===== config.mk =====
export PLATFORM = sky130hd
export DESIGN_NAME = dma_wrap_agen
export DESIGN_NICKNAME = d
export VERILOG_FILES = /design/src/rtl/wag_pkg.sv /design/src/rtl/wag_step_reg.sv /design/src/rtl/wag_counter.sv /design/src/rtl/wag_pointer.sv /design/src/rtl/dma_wrap_agen.sv
export SDC_FILE = /design/constraint.sdc
export NUM_CORES = 1
export LEC_CHECK = 0
export BUFFER_PORTS_ARGS = -buffer_cell sky130_fd_sc_hd__buf_2
export CORE_MARGIN = 4
export CORE_UTILIZATION = 40
export CTS_CLUSTER_SIZE = 40
export DETAILED_ROUTE_END_ITERATION = 16
export PLACE_DENSITY = 0.59
export SYNTH_ARGS = -nofsm -noshare
export SYNTH_HDL_FRONTEND = slang
export SYNTH_SLANG_ARGS = --single-unit

===== constraint.sdc =====
create_clock -name clk -period 3.5 [get_ports clk]
set_input_delay 0.35 -clock clk [delete_from_list [all_inputs] [get_ports clk]]
set_output_delay 0.35 -clock clk [all_outputs]
set_load 0.05 [all_outputs]

===== src/rtl/wag_pkg.sv =====
package wag_pkg;
  typedef enum logic [1:0] {
    SEL_BEGIN = 2'd0,
    SEL_SIZE  = 2'd1,
    SEL_STEP  = 2'd2,
    SEL_RSVD  = 2'd3
  } wag_sel_e;
endpackage


===== src/rtl/wag_step_reg.sv =====
// Signed wrap step storage with range check and sticky error.
module wag_step_reg #(
  parameter int STEP_W = 16,
  parameter int LIM_W  = 13   // legal range is -2^(LIM_W-1) .. 2^(LIM_W-1)-1
) (
  input  logic              clk,
  input  logic              rst_n,
  input  logic              wr_en,
  input  logic [STEP_W-1:0] wr_data,
  output logic [STEP_W-1:0] step_q,
  output logic              err_q
);
  localparam int HI_W = STEP_W - LIM_W + 1;

  logic [HI_W-1:0] hi_bits;
  logic            in_range;

  assign hi_bits  = wr_data[STEP_W-1:LIM_W-1];
  assign in_range = (&hi_bits) | ~(|hi_bits);

  always_ff @(posedge clk) begin
    if (!rst_n) begin
      step_q <= '0;
      err_q  <= 1'b0;
    end else if (wr_en) begin
      if (in_range) step_q <= wr_data;
      else          err_q  <= 1'b1;
    end
  end
endmodule


===== src/rtl/wag_counter.sv =====
// Wrap counter with reload shadow; flags expiry combinationally.
module wag_counter #(
  parameter int CNT_W = 16
) (
  input  logic             clk,
  input  logic             rst_n,
  input  logic             wr_en,
  input  logic [CNT_W-1:0] wr_data,
  input  logic             burst_ok,
  output logic [CNT_W-1:0] cnt_q,
  output logic [CNT_W-1:0] shadow_q,
  output logic             expire
);
  localparam logic [CNT_W-1:0] ONE = CNT_W'(1);

  assign expire = burst_ok && (cnt_q == ONE);

  always_ff @(posedge clk) begin
    if (!rst_n) begin
      cnt_q    <= '0;
      shadow_q <= '0;
    end else if (wr_en) begin
      cnt_q    <= wr_data;
      shadow_q <= wr_data;
    end else if (expire) begin
      cnt_q <= shadow_q;
    end else if (burst_ok && (cnt_q != '0)) begin
      cnt_q <= cnt_q - ONE;
    end
  end
endmodule


===== src/rtl/wag_pointer.sv =====
// Begin pointer and working address; pointer moves by the signed step on expiry.
module wag_pointer #(
  parameter int ADDR_W = 32,
  parameter int STEP_W = 16
) (
  input  logic              clk,
  input  logic              rst_n,
  input  logic              wr_en,
  input  logic [ADDR_W-1:0] wr_data,
  input  logic              expire,
  input  logic [STEP_W-1:0] step,
  output logic [ADDR_W-1:0] begin_q,
  output logic [ADDR_W-1:0] cur_q
);
  localparam int EXT_W = ADDR_W - STEP_W;

  logic [ADDR_W-1:0] step_ext;
  logic [ADDR_W-1:0] moved;

  generate
    if (EXT_W > 0) begin : g_ext
      assign step_ext = {{EXT_W{step[STEP_W-1]}}, step};
    end else begin : g_same
      assign step_ext = step[ADDR_W-1:0];
    end
  endgenerate

  assign moved = begin_q + step_ext;

  always_ff @(posedge clk) begin
    if (!rst_n) begin
      begin_q <= '0;
      cur_q   <= '0;
    end else if (wr_en) begin
      begin_q <= wr_data;
      cur_q   <= wr_data;
    end else if (expire) begin
      begin_q <= moved;
      cur_q   <= moved;
    end
  end
endmodule


===== src/rtl/dma_wrap_agen.sv =====
module dma_wrap_agen
  import wag_pkg::*;
#(
  parameter int ADDR_W = 32,
  parameter int CNT_W  = 16,
  parameter int STEP_W = 16,
  parameter int LIM_W  = 13
) (
  input  logic              clk,
  input  logic              rst_n,
  input  logic              cfg_we,
  input  logic [1:0]        cfg_sel,
  input  logic [ADDR_W-1:0] cfg_wdata,
  input  logic              burst_done,
  input  logic              halt,
  output logic [ADDR_W-1:0] cur_addr,
  output logic [ADDR_W-1:0] begin_ptr,
  output logic [CNT_W-1:0]  wrap_count,
  output logic              cfg_err
);
  logic              active;
  logic              wr_begin, wr_size, wr_step;
  logic              burst_ok, expire;
  logic [STEP_W-1:0] step_q;
  logic [CNT_W-1:0]  shadow_q;
  logic              unused_hi;

  assign active    = !halt;
  assign wr_begin  = active && cfg_we && (cfg_sel == SEL_BEGIN);
  assign wr_size   = active && cfg_we && (cfg_sel == SEL_SIZE);
  assign wr_step   = active && cfg_we && (cfg_sel == SEL_STEP);
  assign burst_ok  = active && burst_done;
  assign unused_hi = ^{cfg_wdata[ADDR_W-1:STEP_W], shadow_q};

  wag_step_reg #(.STEP_W(STEP_W), .LIM_W(LIM_W)) u_step (
    .clk(clk), .rst_n(rst_n), .wr_en(wr_step),
    .wr_data(cfg_wdata[STEP_W-1:0]), .step_q(step_q), .err_q(cfg_err)
  );

  wag_counter #(.CNT_W(CNT_W)) u_cnt (
    .clk(clk), .rst_n(rst_n), .wr_en(wr_size),
    .wr_data(cfg_wdata[CNT_W-1:0]), .burst_ok(burst_ok),
    .cnt_q(wrap_count), .shadow_q(shadow_q), .expire(expire)
  );

  wag_pointer #(.ADDR_W(ADDR_W), .STEP_W(STEP_W)) u_ptr (
    .clk(clk), .rst_n(rst_n), .wr_en(wr_begin), .wr_data(cfg_wdata),
    .expire(expire), .step(step_q), .begin_q(begin_ptr), .cur_q(cur_addr)
  );
endmodule


After elaboration in Yosys (flattened, before gate mapping)
Index checks and enable logic that the tools add are counted.
- bits in registers: 81
- input bits: 39
- bits in writable memories: 0
- memories kept: 0
- memory bits (read-only): 0
- bits in latches: 0
- shifts and indexed selects: 0
- bitwise gates (word level): 3
- magnitude comparators: 0
- reduce and logical (&&, ||, !) cells: 16
- equal/unequal tests: 3
- muxes and demuxes: 5
- multipliers: 0
- div/mod/pow operators: 0
- add/subtract/negate cells: 2
- operator list (operator ; count):
    $mux W32 ; 2
    $mux W16 ; 3
    $add A32 B32 Y32 ; 1
    $eq A16 B1 Y1 const B ; 1
    $reduce_bool A16 Y1 ; 1
    $sub A16 B1 Y16 const B ; 1
    $logic_and A1 B1 Y1 ; 7
    $reduce_and A2 Y1 ; 2
    $reduce_and A4 Y1 ; 1
    $reduce_or A4 Y1 ; 1
    $reduce_bool A3 Y1 ; 1
    $eq A2 B1 Y1 const B ; 1
    $eq A2 B2 Y1 const B ; 1
    $logic_not A2 Y1 ; 1
    $not A1 Y1 ; 2
    $reduce_bool A2 Y1 ; 1
    $logic_not A1 Y1 ; 1
    $or A1 B1 Y1 ; 1

Longest topological paths before layout
- depth after elaboration: 6
- gate-level depth with buffers: 10
- gate-level depth less buffers: 10

Modules after synthesis
A second synthesis with hierarchy kept.
- cell total of the unflattened synthesis: 746
- area total of the unflattened synthesis: 5977.0 um^2
- modules (own cells, without submodules) (module ; times used ; cells an instance ; seq. area each (um^2) ; area each (um^2)):
    wag_pointer ; 1 ; 457 ; 640.6 ; 3495.9
    wag_counter ; 1 ; 212 ; 640.6 ; 1746.7
    wag_step_reg ; 1 ; 73 ; 340.3 ; 685.7
    dma_wrap_agen ; 1 ; 4 ; 0.0 ; 48.8

Worst setup path after synthesis
No wires, ideal clock.
- path type: flip-flop to flip-flop
- from: register u_ptr.begin_q[0]
- to: register u_ptr.begin_q[28]
- buffers on the path: 0
- clock period less this slack: 2985 ps
- data arrival time: 2861 ps
- data required time: 3376 ps
- slack: 515 ps
- cell stages (with the launch flop): 11
- cell sequence: dfxtp_1 -> ha_1 -> fa_1 -> a21o_1 -> a221oi_1 -> o21ba_2 -> o21ai_1 -> a2111oi_0 -> nor3_1 -> xnor2_1 -> o21ai_0
- longest elaborated chain between the ends: 3
- ends and longest elaborated chain (item ; line ; RTL):
    start, declared ; wag_pointer.sv:12 ; output logic [ADDR_W-1:0] begin_q,
    start signal, assigned ; wag_pointer.sv:35 ; begin_q <= wr_data;
    start signal, assigned ; wag_pointer.sv:38 ; begin_q <= moved;
    $add A32 B32 Y32 ; wag_pointer.sv:28 ; assign moved = begin_q + step_ext;
    $mux W32 ; wag_pointer.sv:37 ; end else if (expire) begin
    $mux W32 ; wag_pointer.sv:34 ; end else if (wr_en) begin
No other way between the ends. The select of a mux whose other input is x is not followed.
A chain may end at the register's enable or synchronous reset.

Final worst setup path
Ends and elaborated chain as after synthesis.

==> impl_metrics.env <==
export IMPL_clock_skew_ns=0.009783
export IMPL_syn_inst=716
export IMPL_grt_start_max_net_pins=48
export IMPL_drt_first_iter_violations=381
export IMPL_post_cts_buffers=0
export IMPL_pwr_share_seq=0.410
export IMPL_route_detailed_drc=0
export IMPL_hpwl_mm=11.91
export IMPL_cts_buffers_inserted=9
export IMPL_syn_area_per_cell_sq_um=7.642
export IMPL_fp_coreArea_sq_um=13300
export IMPL_crit_path_start_kind="flop"
export IMPL_period_needed_ns=3.094
export IMPL_cp_arrival_ns=3.37
export IMPL_antenna_found_initial=0
export IMPL_start_util=0.4115
export IMPL_ys_flop_type="dfxtp_1"
export IMPL_grt_pass1_vias=5097
export IMPL_fmax_mhz=323.2
export IMPL_tns_ns=0
export IMPL_clkPwrFrac=0.369
export IMPL_clkSinkCount=81
export IMPL_cts_buffer_depth=2
export IMPL_required_ns=3.77
export IMPL_htreeDepth=3
export IMPL_antenna_cells=0
export IMPL_criticalPathCategory="flop to flop"
export IMPL_first_pass_iters=5
export IMPL_status="finished, final reports clean"
export IMPL_syn_cell_area_sq_um=5471
export IMPL_crit_path_end_kind="flop"
export IMPL_fill_cells=1349
export IMPL_fp_row_count=42
export IMPL_comb_power_share=0.221
export IMPL_swShare=0.3334
export IMPL_drt_wl_total_mm=16.19
export IMPL_synth_edf_count=0
export IMPL_ios=120
export IMPL_syn_nets=790
export IMPL_cts_hold_buffers=0
export IMPL_intPower_mw=1.641
export IMPL_ys_ff_latch=81
export IMPL_gr_total_overflow=0
export IMPL_relSlewSlack=0.4009
export IMPL_min_path_type="input pin to flop"
export IMPL_die_h_microns=125.0
export IMPL_rsz0062_at_grt="no"
export IMPL_die_w_microns=125.0
export IMPL_drive_gt1_frac=0.1967
export IMPL_slew_viol_final=0
export IMPL_ctsResizeCount=0
export IMPL_cap_violations=0
export IMPL_hold_ws_ns=0.2346
export IMPL_p_leak_nw=2.635
export IMPL_worstMarginPinSlew_ns=0.8986
export IMPL_via_per_inst=5.624
export IMPL_fp_dieArea_sq_um=15610
export IMPL_cts_root_buf="clkbuf_16"
export IMPL_fin_crit_sh=0.8841
export IMPL_synth_cell_types=56
export IMPL_ys_seq_area_frac=0.2964
export IMPL_gp_congestion=0.9306
export IMPL_cp_max_fo=4
export IMPL_clk_latency_ns=0.35
export IMPL_switchingPower_uw=820.7
export IMPL_cts_tree="built"
export IMPL_min_delay_start="cfg_wdata[28]"
export IMPL_track_usage=0.2042
export IMPL_via_count=5422
export IMPL_peakVddDrop_mv=0.2048
export IMPL_async_flop_share=0
export IMPL_setup_viol=0
export IMPL_ys_warn_count=0
export IMPL_crit_start="u_ptr.begin_q[0]"
export IMPL_placement_io_buffers=119
export IMPL_layout_nets=857
export IMPL_p_per_area_nw_per_um2=394.2
export IMPL_syn_to_final_growth_pct=14.13
export IMPL_hold_viol_final=0
export IMPL_clk_pin_slew_worst_paths_ns=0.07
export IMPL_r2r_start="u_ptr.begin_q[0]"
export IMPL_grt_pass1_wl_mm=26.28
export IMPL_drtAntennaViolNets=0
export IMPL_wl_per_cell_microns=16.79
## critical path, cell delays in order, from the launching register on
cell and delay [ns]:
dfxtp_1 0.33, ha_1 0.23, fa_1 0.41, a21o_1 0.22, a221oi_1 0.47, o21ba_2 0.30, o21ai_1 0.17, a2111oi_0 0.47
nor3_1 0.13, xnor2_1 0.14, o21ai_0 0.14
## worst paths after layout
check / to / slack [ns] / cells after the start
worst min register to register: u_cnt.shadow_q[6] / 0.45 / 2
worst max-delay path: u_ptr.begin_q[28] / 0.41 / 10
worst min-delay path: u_ptr.begin_q[28] / 0.23 / 3
worst max register to register: u_ptr.begin_q[28] / 0.41 / 10
## stage by stage
stage / instances / worst slack [ns] / utilization / cell area, sq um / power, mW
after CTS: 964 / 0.4122 / 0.4697 / 6245 / 2.491
after detailed placement: 948 / 0.4496 / 0.4484 / 5962 / 1.573
after global routing: 964 / 0.06406 / 0.4697 / 6245 / 2.577
final: 964 / 0.4057 / 0.4697 / 6245 / 2.462
after floorplan: 716 / 0.5150 / - / 5472 / 1.448
after global placement: 948 / 0.4532 / 0.4484 / 5962 / 1.568
## per-layer routing
metal	GRT usage	wire length (microns)	up-vias
li1	-	-	2690
met1	0.2783	7650	2516
met2	0.3139	7089	191
met3	0.04819	1081	25
met4	0.07972	364	0
met5	0	0	-
## state kept, by name, summed over array words and instances (netlist names)
| name | flops |
|---|---|
| u_ptr.begin_q | 32 |
| u_cnt.cnt_q | 16 |
| u_cnt.shadow_q | 16 |
| u_step.step_q | 16 |
| u_step.err_q | 1 |
## power by group through the flow
stage	clock, mW	sequential, mW	combinational (mW)
2_1_floorplan	0	1.13	0.315
4_1_cts	0.936	1.01	0.546
5_1_grt	0.965	1.02	0.595
3_5_place_dp	0	1.03	0.543
6_report	0.907	1.01	0.545
3_3_place_gp	0	1.03	0.539
## final cells by class
cell class	count	area (sq um)	share of cell area
multi-input cells	550	3401	0.5446
flip-flops and latches	81	1622	0.2597
repair buffers	130	678.2	0.1086
clock buffers	11	242.7	0.03887
well taps	176	220.2	0.03526
inverters	11	41.29	0.006612
clock inverters	5	40.04	0.006412
## cells by family (layout without fill, tap and decap cells)
kind of cell	count (synthesis)	in the layout	share of synthesized area
buf+inv	85	157	0.08438
simple gates	238	238	0.2008
compound gates	226	226	0.2525
xor+xnor	38	38	0.06083
flops	81	81	0.2964
fa+ha+maj	35	35	0.08141
mux	13	13	0.02378
## synthesized netlist by cell type (8+ instances only)
cell      count  area [sq um]
nand3_1      13         65.06
a21oi_1      71         355.3
clkbuf_1     33         123.9
xor2_1       11         96.34
or3_1         8         50.05
o21ai_0      54         270.3
inv_1        11         41.29
o21bai_1      8         60.06
nor3_1       15         75.07
buf_4        32         240.2
a31oi_1      26         162.7
nand2_1     112         420.4
xnor2_1      27         236.5
dfxtp_1      81          1622
nand4_1      11         68.82
nor2_1       46         172.7
a311oi_1     10         87.58
o211ai_1     22         165.2
mux2i_1      13         130.1
and3_1        8         50.05
ha_1         34         425.4
## cells in the final DEF (no fill, tap or decap), types with 6 or more instances in the layout
master     netlist  final
nand2b_1         6      6
o21ai_0         54     54
buf_4           32     11
and3_1           8      8
nor2_1          46     45
nand4_1         11     11
mux2i_1         13     13
xnor2_1         27     27
buf_2            6    119
inv_1           11     11
or3_1            8      8
nand2_1        112    112
o21bai_1         8      8
clkbuf_16        0      9
nor3_1          15     14
a31oi_1         26     26
a311oi_1        10     10
dfxtp_1         81     81
o211ai_1        22     22
a21o_1           7      7
nand3_1         13     13
a21oi_1         71     71
ha_1            34     34
xor2_1          11     11
Note: power is estimated with default switching activity, not from simulation.
